**config.mk**
```make
export PLATFORM = sky130hd
export DESIGN_NAME = sem_queue_arbiter
export DESIGN_NICKNAME = d
export VERILOG_FILES = /design/src/rtl/sem_arb_pkg.sv /design/src/rtl/sem_wait_fifo.sv /design/src/rtl/sem_grant_bank.sv /design/src/rtl/sem_queue_arbiter.sv
export SDC_FILE = /design/constraint.sdc
export NUM_CORES = 1
export LEC_CHECK = 0
export BUFFER_PORTS_ARGS = -buffer_cell sky130_fd_sc_hd__buf_4
export CORE_UTILIZATION = 50
export CTS_CLUSTER_SIZE = 40
export DETAILED_ROUTE_END_ITERATION = 10
export HOLD_SLACK_MARGIN = 0.05
export PLACE_DENSITY = 0.69
export SLEW_MARGIN = 40
export SYNTH_ARGS = -nofsm -noshare
export SYNTH_HDL_FRONTEND = slang
export SYNTH_SLANG_ARGS = --single-unit
```
**constraint.sdc**
```tcl
create_clock -name clk -period 8 [get_ports clk]
set_input_delay 0.4 -clock clk [delete_from_list [all_inputs] [get_ports clk]]
set_output_delay 0.4 -clock clk [all_outputs]
set_load 0.05 [all_outputs]
```
**src/rtl/sem_arb_pkg.sv**
```systemverilog
package sem_arb_pkg;

    typedef enum logic [2:0] {
        ERR_NONE         = 3'd0,
        ERR_ALREADY_FREE = 3'd1,
        ERR_WRONG_OWNER  = 3'd2,
        ERR_ALREADY_HELD = 3'd3,
        ERR_ALREADY_WAIT = 3'd4
    } err_e;

endpackage

```
**src/rtl/sem_wait_fifo.sv**
```systemverilog
module sem_wait_fifo #(
    parameter int NUM_CORES = 4,
    parameter int CORE_W    = 2
) (
    input  logic                 clk,
    input  logic                 rst_n,
    input  logic                 push,
    input  logic                 pop,
    input  logic [CORE_W-1:0]    push_id,
    output logic                 empty,
    output logic [CORE_W-1:0]    head,
    output logic [NUM_CORES-1:0] member
);
    localparam int CNT_W = $clog2(NUM_CORES + 1);

    typedef struct packed {
        logic [NUM_CORES-1:0][CORE_W-1:0] slot;
        logic [CNT_W-1:0]                 cnt;
    } fifo_t;

    fifo_t st_d, st_q;

    always_comb begin
        st_d = st_q;
        if (pop && st_q.cnt != '0) begin
            for (int i = 0; i < NUM_CORES - 1; i++) begin
                st_d.slot[i] = st_q.slot[i+1];
            end
            st_d.slot[NUM_CORES-1] = '0;
            st_d.cnt = st_q.cnt - 1'b1;
        end else if (push && st_q.cnt < CNT_W'(NUM_CORES)) begin
            for (int i = 0; i < NUM_CORES; i++) begin
                if (CNT_W'(i) == st_q.cnt) begin
                    st_d.slot[i] = push_id;
                end
            end
            st_d.cnt = st_q.cnt + 1'b1;
        end
    end

    always_ff @(posedge clk or negedge rst_n) begin
        if (!rst_n) begin
            st_q <= '0;
        end else begin
            st_q <= st_d;
        end
    end

    always_comb begin
        member = '0;
        for (int i = 0; i < NUM_CORES; i++) begin
            if (CNT_W'(i) < st_q.cnt) begin
                member[st_q.slot[i]] = 1'b1;
            end
        end
    end

    assign empty = (st_q.cnt == '0);
    assign head  = st_q.slot[0];

endmodule

```
**src/rtl/sem_grant_bank.sv**
```systemverilog
module sem_grant_bank #(
    parameter int NUM_CORES = 4,
    parameter int NUM_SEMS  = 4,
    parameter int CORE_W    = 2,
    parameter int SEM_W     = 2
) (
    input  logic                          clk,
    input  logic                          rst_n,
    input  logic                          gnt_valid,
    input  logic [CORE_W-1:0]             gnt_core,
    input  logic [SEM_W-1:0]              gnt_sem,
    input  logic [NUM_CORES-1:0]          irq_clr,
    output logic [NUM_CORES-1:0]          grant_irq,
    output logic [NUM_CORES*NUM_SEMS-1:0] grant_status
);
    typedef struct packed {
        logic [NUM_CORES-1:0]               irq;
        logic [NUM_CORES-1:0][NUM_SEMS-1:0] stat;
    } bank_t;

    bank_t st_d, st_q;

    always_comb begin
        st_d = st_q;
        for (int c = 0; c < NUM_CORES; c++) begin
            if (irq_clr[c]) begin
                st_d.irq[c]  = 1'b0;
                st_d.stat[c] = '0;
            end
            if (gnt_valid && gnt_core == CORE_W'(c)) begin
                st_d.irq[c]           = 1'b1;
                st_d.stat[c][gnt_sem] = 1'b1;
            end
        end
    end

    always_ff @(posedge clk or negedge rst_n) begin
        if (!rst_n) begin
            st_q <= '0;
        end else begin
            st_q <= st_d;
        end
    end

    assign grant_irq    = st_q.irq;
    assign grant_status = st_q.stat;

endmodule

```
**src/rtl/sem_queue_arbiter.sv**
```systemverilog
module sem_queue_arbiter #(
    parameter int NUM_CORES = 4,
    parameter int NUM_SEMS  = 4,
    localparam int CORE_W   = (NUM_CORES > 1) ? $clog2(NUM_CORES) : 1,
    localparam int SEM_W    = (NUM_SEMS > 1) ? $clog2(NUM_SEMS) : 1
) (
    input  logic                          clk,
    input  logic                          rst_n,
    input  logic                          wr_valid,
    input  logic [CORE_W-1:0]             wr_core,
    input  logic [SEM_W-1:0]              wr_sem,
    input  logic                          wr_free,
    input  logic [NUM_CORES-1:0]          irq_clr,
    output logic [NUM_CORES-1:0]          grant_irq,
    output logic [NUM_CORES*NUM_SEMS-1:0] grant_status,
    output logic [NUM_SEMS-1:0]           sem_busy,
    output logic [NUM_SEMS*CORE_W-1:0]    sem_owner,
    output logic                          err_valid,
    output logic [2:0]                    err_code,
    output logic [SEM_W-1:0]              err_sem,
    output logic [CORE_W-1:0]             err_core
);
    import sem_arb_pkg::*;

    typedef struct packed {
        logic [NUM_SEMS-1:0]              busy;
        logic [NUM_SEMS-1:0][CORE_W-1:0]  owner;
        logic                             err_valid;
        err_e                             err_code;
        logic [SEM_W-1:0]                 err_sem;
        logic [CORE_W-1:0]                err_core;
    } arb_t;

    arb_t st_d, st_q;

    logic [NUM_SEMS-1:0]  q_push, q_pop, q_empty;
    logic [CORE_W-1:0]    q_head   [NUM_SEMS];
    logic [NUM_CORES-1:0] q_member [NUM_SEMS];
    logic [CORE_W-1:0]    q_push_id;

    logic                 gnt_valid;
    logic [CORE_W-1:0]    gnt_core;

    logic                 sel_busy, sel_empty;
    logic [CORE_W-1:0]    sel_owner, sel_head;
    logic [NUM_CORES-1:0] sel_member;

    for (genvar s = 0; s < NUM_SEMS; s++) begin : g_wait
        sem_wait_fifo #(
            .NUM_CORES (NUM_CORES),
            .CORE_W    (CORE_W)
        ) i_fifo (
            .clk     (clk),
            .rst_n   (rst_n),
            .push    (q_push[s]),
            .pop     (q_pop[s]),
            .push_id (q_push_id),
            .empty   (q_empty[s]),
            .head    (q_head[s]),
            .member  (q_member[s])
        );
    end

    always_comb begin
        sel_busy   = st_q.busy[wr_sem];
        sel_owner  = st_q.owner[wr_sem];
        sel_empty  = q_empty[wr_sem];
        sel_head   = q_head[wr_sem];
        sel_member = q_member[wr_sem];
    end

    always_comb begin
        st_d           = st_q;
        st_d.err_valid = 1'b0;
        q_push         = '0;
        q_pop          = '0;
        q_push_id      = wr_core;
        gnt_valid      = 1'b0;
        gnt_core       = wr_core;

        if (wr_valid) begin
            st_d.err_sem  = wr_sem;
            st_d.err_core = wr_core;
            if (!wr_free) begin
                if (!sel_busy) begin
                    st_d.busy[wr_sem]  = 1'b1;
                    st_d.owner[wr_sem] = wr_core;
                    gnt_valid          = 1'b1;
                end else if (sel_owner == wr_core) begin
                    st_d.err_valid = 1'b1;
                    st_d.err_code  = ERR_ALREADY_HELD;
                end else if (sel_member[wr_core]) begin
                    st_d.err_valid = 1'b1;
                    st_d.err_code  = ERR_ALREADY_WAIT;
                end else begin
                    q_push[wr_sem] = 1'b1;
                end
            end else begin
                if (!sel_busy) begin
                    st_d.err_valid = 1'b1;
                    st_d.err_code  = ERR_ALREADY_FREE;
                end else if (sel_owner != wr_core) begin
                    st_d.err_valid = 1'b1;
                    st_d.err_code  = ERR_WRONG_OWNER;
                end else if (!sel_empty) begin
                    st_d.owner[wr_sem] = sel_head;
                    q_pop[wr_sem]      = 1'b1;
                    gnt_valid          = 1'b1;
                    gnt_core           = sel_head;
                end else begin
                    st_d.busy[wr_sem] = 1'b0;
                end
            end
            if (!st_d.err_valid) begin
                st_d.err_sem  = st_q.err_sem;
                st_d.err_core = st_q.err_core;
            end
        end
    end

    always_ff @(posedge clk or negedge rst_n) begin
        if (!rst_n) begin
            st_q <= '0;
        end else begin
            st_q <= st_d;
        end
    end

    sem_grant_bank #(
        .NUM_CORES (NUM_CORES),
        .NUM_SEMS  (NUM_SEMS),
        .CORE_W    (CORE_W),
        .SEM_W     (SEM_W)
    ) i_grant (
        .clk          (clk),
        .rst_n        (rst_n),
        .gnt_valid    (gnt_valid),
        .gnt_core     (gnt_core),
        .gnt_sem      (wr_sem),
        .irq_clr      (irq_clr),
        .grant_irq    (grant_irq),
        .grant_status (grant_status)
    );

    assign sem_busy  = st_q.busy;
    assign sem_owner = st_q.owner;
    assign err_valid = st_q.err_valid;
    assign err_code  = st_q.err_code;
    assign err_sem   = st_q.err_sem;
    assign err_core  = st_q.err_core;

endmodule

```
==> summary.txt <==
Synthesis
  – Synth Area in XOR/XNOR: less than 1%
  – Synthesized flop and latch total: 84
  – Synth async-reset ratio: 100%
  – Main combinational cell family by area after synthesis: compound AO/OA/AOI/OAI gates
  – Cell area after synthesis: ~5600 sq um
  – Top cell type's share of synthesized area: 37.7%
  – Cells after synthesis: around 610
  – Post-Synth Adder-Cell Area: 4.49%
  – Sequential share of the synthesized area: about 38%
  – Post-synth top area cell: dfrtp_1
  – Largest cells by area after synthesis: dfrtp_1 (38%), ha_1 (4.5%), inv_1 (3.5%)
  – Synth Area in Simple Gates: 19.9%
  – Commonest cells in the netlist: dfrtp_1 (84), inv_1 (52), nor2_1 (45)
  – Cell with the most instances after synthesis: dfrtp_1
  – Mux cell area share after synthesis: around 5.1%
  – Distinct cells, synth: 77
  – Syn_nets: approximately 640
  – EDFF count, synth: 0
  – Synth Flop Type: dfrtp_1
  – Yosys warnings: 0
  – Avg Inst Size Synth: 9.12 sq um
  – Post-synthesis compound-gate area fraction: roughly 24%

STA
  – Final Setup Violations: 0
  – Worst setup margin: approximately 4.5 ns
  – Final period util: between 40% and 50%
  – Setup TNS: 0 ns
  – Slew HR: between 40 and 50%
  – Final Max Slew Viols: 0
  – Final hold vios: 0
  – RSZ-0062 raised after global routing: no
  – Slew of the pin with the lowest slew margin: 0.767 ns
  – Worst-case clock skew: 0.00625 ns
  – Tmin final: around 3.5 ns
  – Fmax: about 280 MHz

CTS
  – Clk buf depth: 2
  – Clock-pin slew on the worst setup and hold paths: 0.08 ns
  – CTS Buf Count: 9
  – CTS root buf: clkbuf_8
  – # resized after CTS: 0
  – CTS H-tree lvls: 3
  – CTS tree: done
  – Num Clock Sinks: 84
  – Clk_lat worst skew: 0.36 ns

Layout
  – Area grow syn2layout: 10.6%
  – Net count, final: 671
  – Share of layout cells above drive strength 1: around 17%
  – Cell area after layout: just over 6000 sq um
  – ANT cells: 0

Critical path
  – Crit Reg-Reg Startpoint: g_wait[1].i_fifo.st_q[2]$_DFFE_PN0P_
  – CP arrival: 3.76 ns
  – CP Max Fanout: 15
  – CP required: 8.23 ns
  – Worst Setup Path Type: reg2reg
  – CP startpoint: g_wait[1].i_fifo.st_q[2]$_DFFE_PN0P_
  – Crit path launch type: flip-flop
  – FF-to-FF path depth: 10
  – Kind of end point of the critical path: flip-flop

Floorplan
  – Rows: 38
  – DIE WIDTH: about 110 um
  – Initial core utilization: approximately 51%
  – Die ar.: 11600 sq um
  – I/O pins: 52
  – Die Ht: around 110 um
  – Core Area: ~11000 sq um

Drt
  – 1st-iter DRT viols: 540
  – Detail Route Antenna Nets: 0
  – DRT Wirelength: between 15000 and 20000 um
  – DRC: 0
  – WL/cell: 19.7 um
  – Routed vias: approximately 5000
  – Routed vias/inst: 6.45
  – Drt pass-1 iters: 5

Pwr
  – Sw power: 861 uW
  – Cell Int Power: a little over 1 mW
  – Worst vdd ir: about 0.21 mV
  – Logic pwr share: 45.3%
  – Sw Share: 45.4%
  – Clock network power share: between 15 and 20%
  – Power per cell area: between 300 and 400 nW/um^2
  – Sequential share of power: ~37%
  – Pleak: roughly 2.6 nW

Min path
  – WHS Path Cells: 2
  – Hold WC Path Type: in2reg
  – HP Start: irq_clr[0]

Placement
  – Dpl ws: roughly 4.3 ns
  – Port-buffer cells: just over 50
  – Placed Area: 5940 sq um
  – RD Place Congestion: 0.957
  – DP Wirelength: around 11000 um

Global routing
  – Largest net degree at the start of global routing: 45
  – First-pass GRT wire length: roughly 24000 um
  – Number of global-route vias before repair: 4601
  – Initial antenna violation count: 0
  – GR Util All Layers: 27.5%
  – Total congestion overflow: 0

Run
  – Max-capacitance violation count: 0

Run status
  – Status: completed
## stage by stage
step / cells / util (%) / power [mW] / hold slack, ns
2_1_floorplan: 612 / - / 1.31 / 0.104
3_3_place_gp: 765 / 54.6 / 1.53 / 0.416
3_5_place_dp: 767 / 54.8 / 1.56 / 0.425
4_1_cts: 782 / 56.8 / 1.89 / 0.236
5_1_grt: 782 / 56.9 / 2.00 / 0.240
6_report: 782 / 56.9 / 1.90 / 0.247
## placed cells by master (no fill, tap or decap), types with 20 or more instances in the layout
cell      n
o21ai_0  23
inv_1    52
dfrtp_1  84
a21oi_1  26
nand4_1  20
nor2_1   44
o22ai_1  22
nand2_1  37
buf_4    54
a31oi_1  21
ha_1     20
## state kept, by name, summed over array words and instances, names as in the netlist, named ones only
signal	flops
err_valid	1
g_wait.i_fifo.st_q	36
g_wait.i_fifo.head	8
err_core	2
err_code	3
i_grant.grant_status	16
i_grant.grant_irq	4
sem_owner	8
err_sem	2
## final timing paths
kind,end,slack [ns]
worst max-delay path,g_wait[3].i_fifo.st_q[7]$_DFFE_PN0P_,4.46
worst min-delay path,i_grant.grant_status[2]$_DFF_PN0_,0.25
worst max register to register,g_wait[3].i_fifo.st_q[7]$_DFFE_PN0P_,4.46
worst min register to register,err_code[0]$_DFFE_PN0P_,0.51
max in group asynchronous,g_wait[3].i_fifo.head[1]$_DFFE_PN0P_,6.47
min in group asynchronous,i_grant.grant_irq[2]$_DFFE_PN0P_,0.57
## power by group through the flow
| stage | clock network (mW) | logic [mW] | registers (mW) |
|---|---|---|---|
| 2_1_floorplan | 0 | 0.473 | 0.835 |
| 3_3_place_gp | 0 | 0.828 | 0.705 |
| 3_5_place_dp | 0 | 0.849 | 0.706 |
| 4_1_cts | 0.339 | 0.851 | 0.700 |
| 5_1_grt | 0.352 | 0.923 | 0.724 |
| 6_report | 0.332 | 0.858 | 0.706 |
## metal layers
| layer | vias up | part of all wire (%) | global-route usage, % |
|---|---|---|---|
| met3 | 28 | 8.1 | 6.17 |
| met4 | 0 | 2.4 | 10.2 |
| met5 | - | 0 | 0 |
| met2 | 234 | 46 | 41.8 |
| li1 | 2332 | - | - |
| met1 | 2453 | 43 | 38.3 |
## kinds of logic after synthesis
family	count (synthesis)
compound gates	186
xor+xnor	6
fa+ha+maj	20
buf+inv	92
flops	84
mux	17
simple gates	207
## worst max-delay path, stage by stage, from the launching register on
cell and delay [ns]:
dfrtp_1 0.56, nor3_1 0.52, nor4b_1 0.12, or4_1 0.46, or4_4 0.52, o41ai_4 0.14, a22oi_2 0.27, buf_4 0.25
buf_6 0.15, o31ai_1 0.29, a22oi_1 0.10
## layout make-up
cell class	count	area (sq um)
fill	964	4670
multi-input combinational	436	3060
sequential	84	2100
timing repair buffer	56	427
inverter	52	195
tap	140	175
clock buffer	12	145
clock inverter	2	60.1
## timing repair
item | CTS | global route
buffers inserted | 0 | 0
hold endpoints to repair | 40 | 0
hold buffers | 1 | 0
Power figures use the tool's default switching activity.
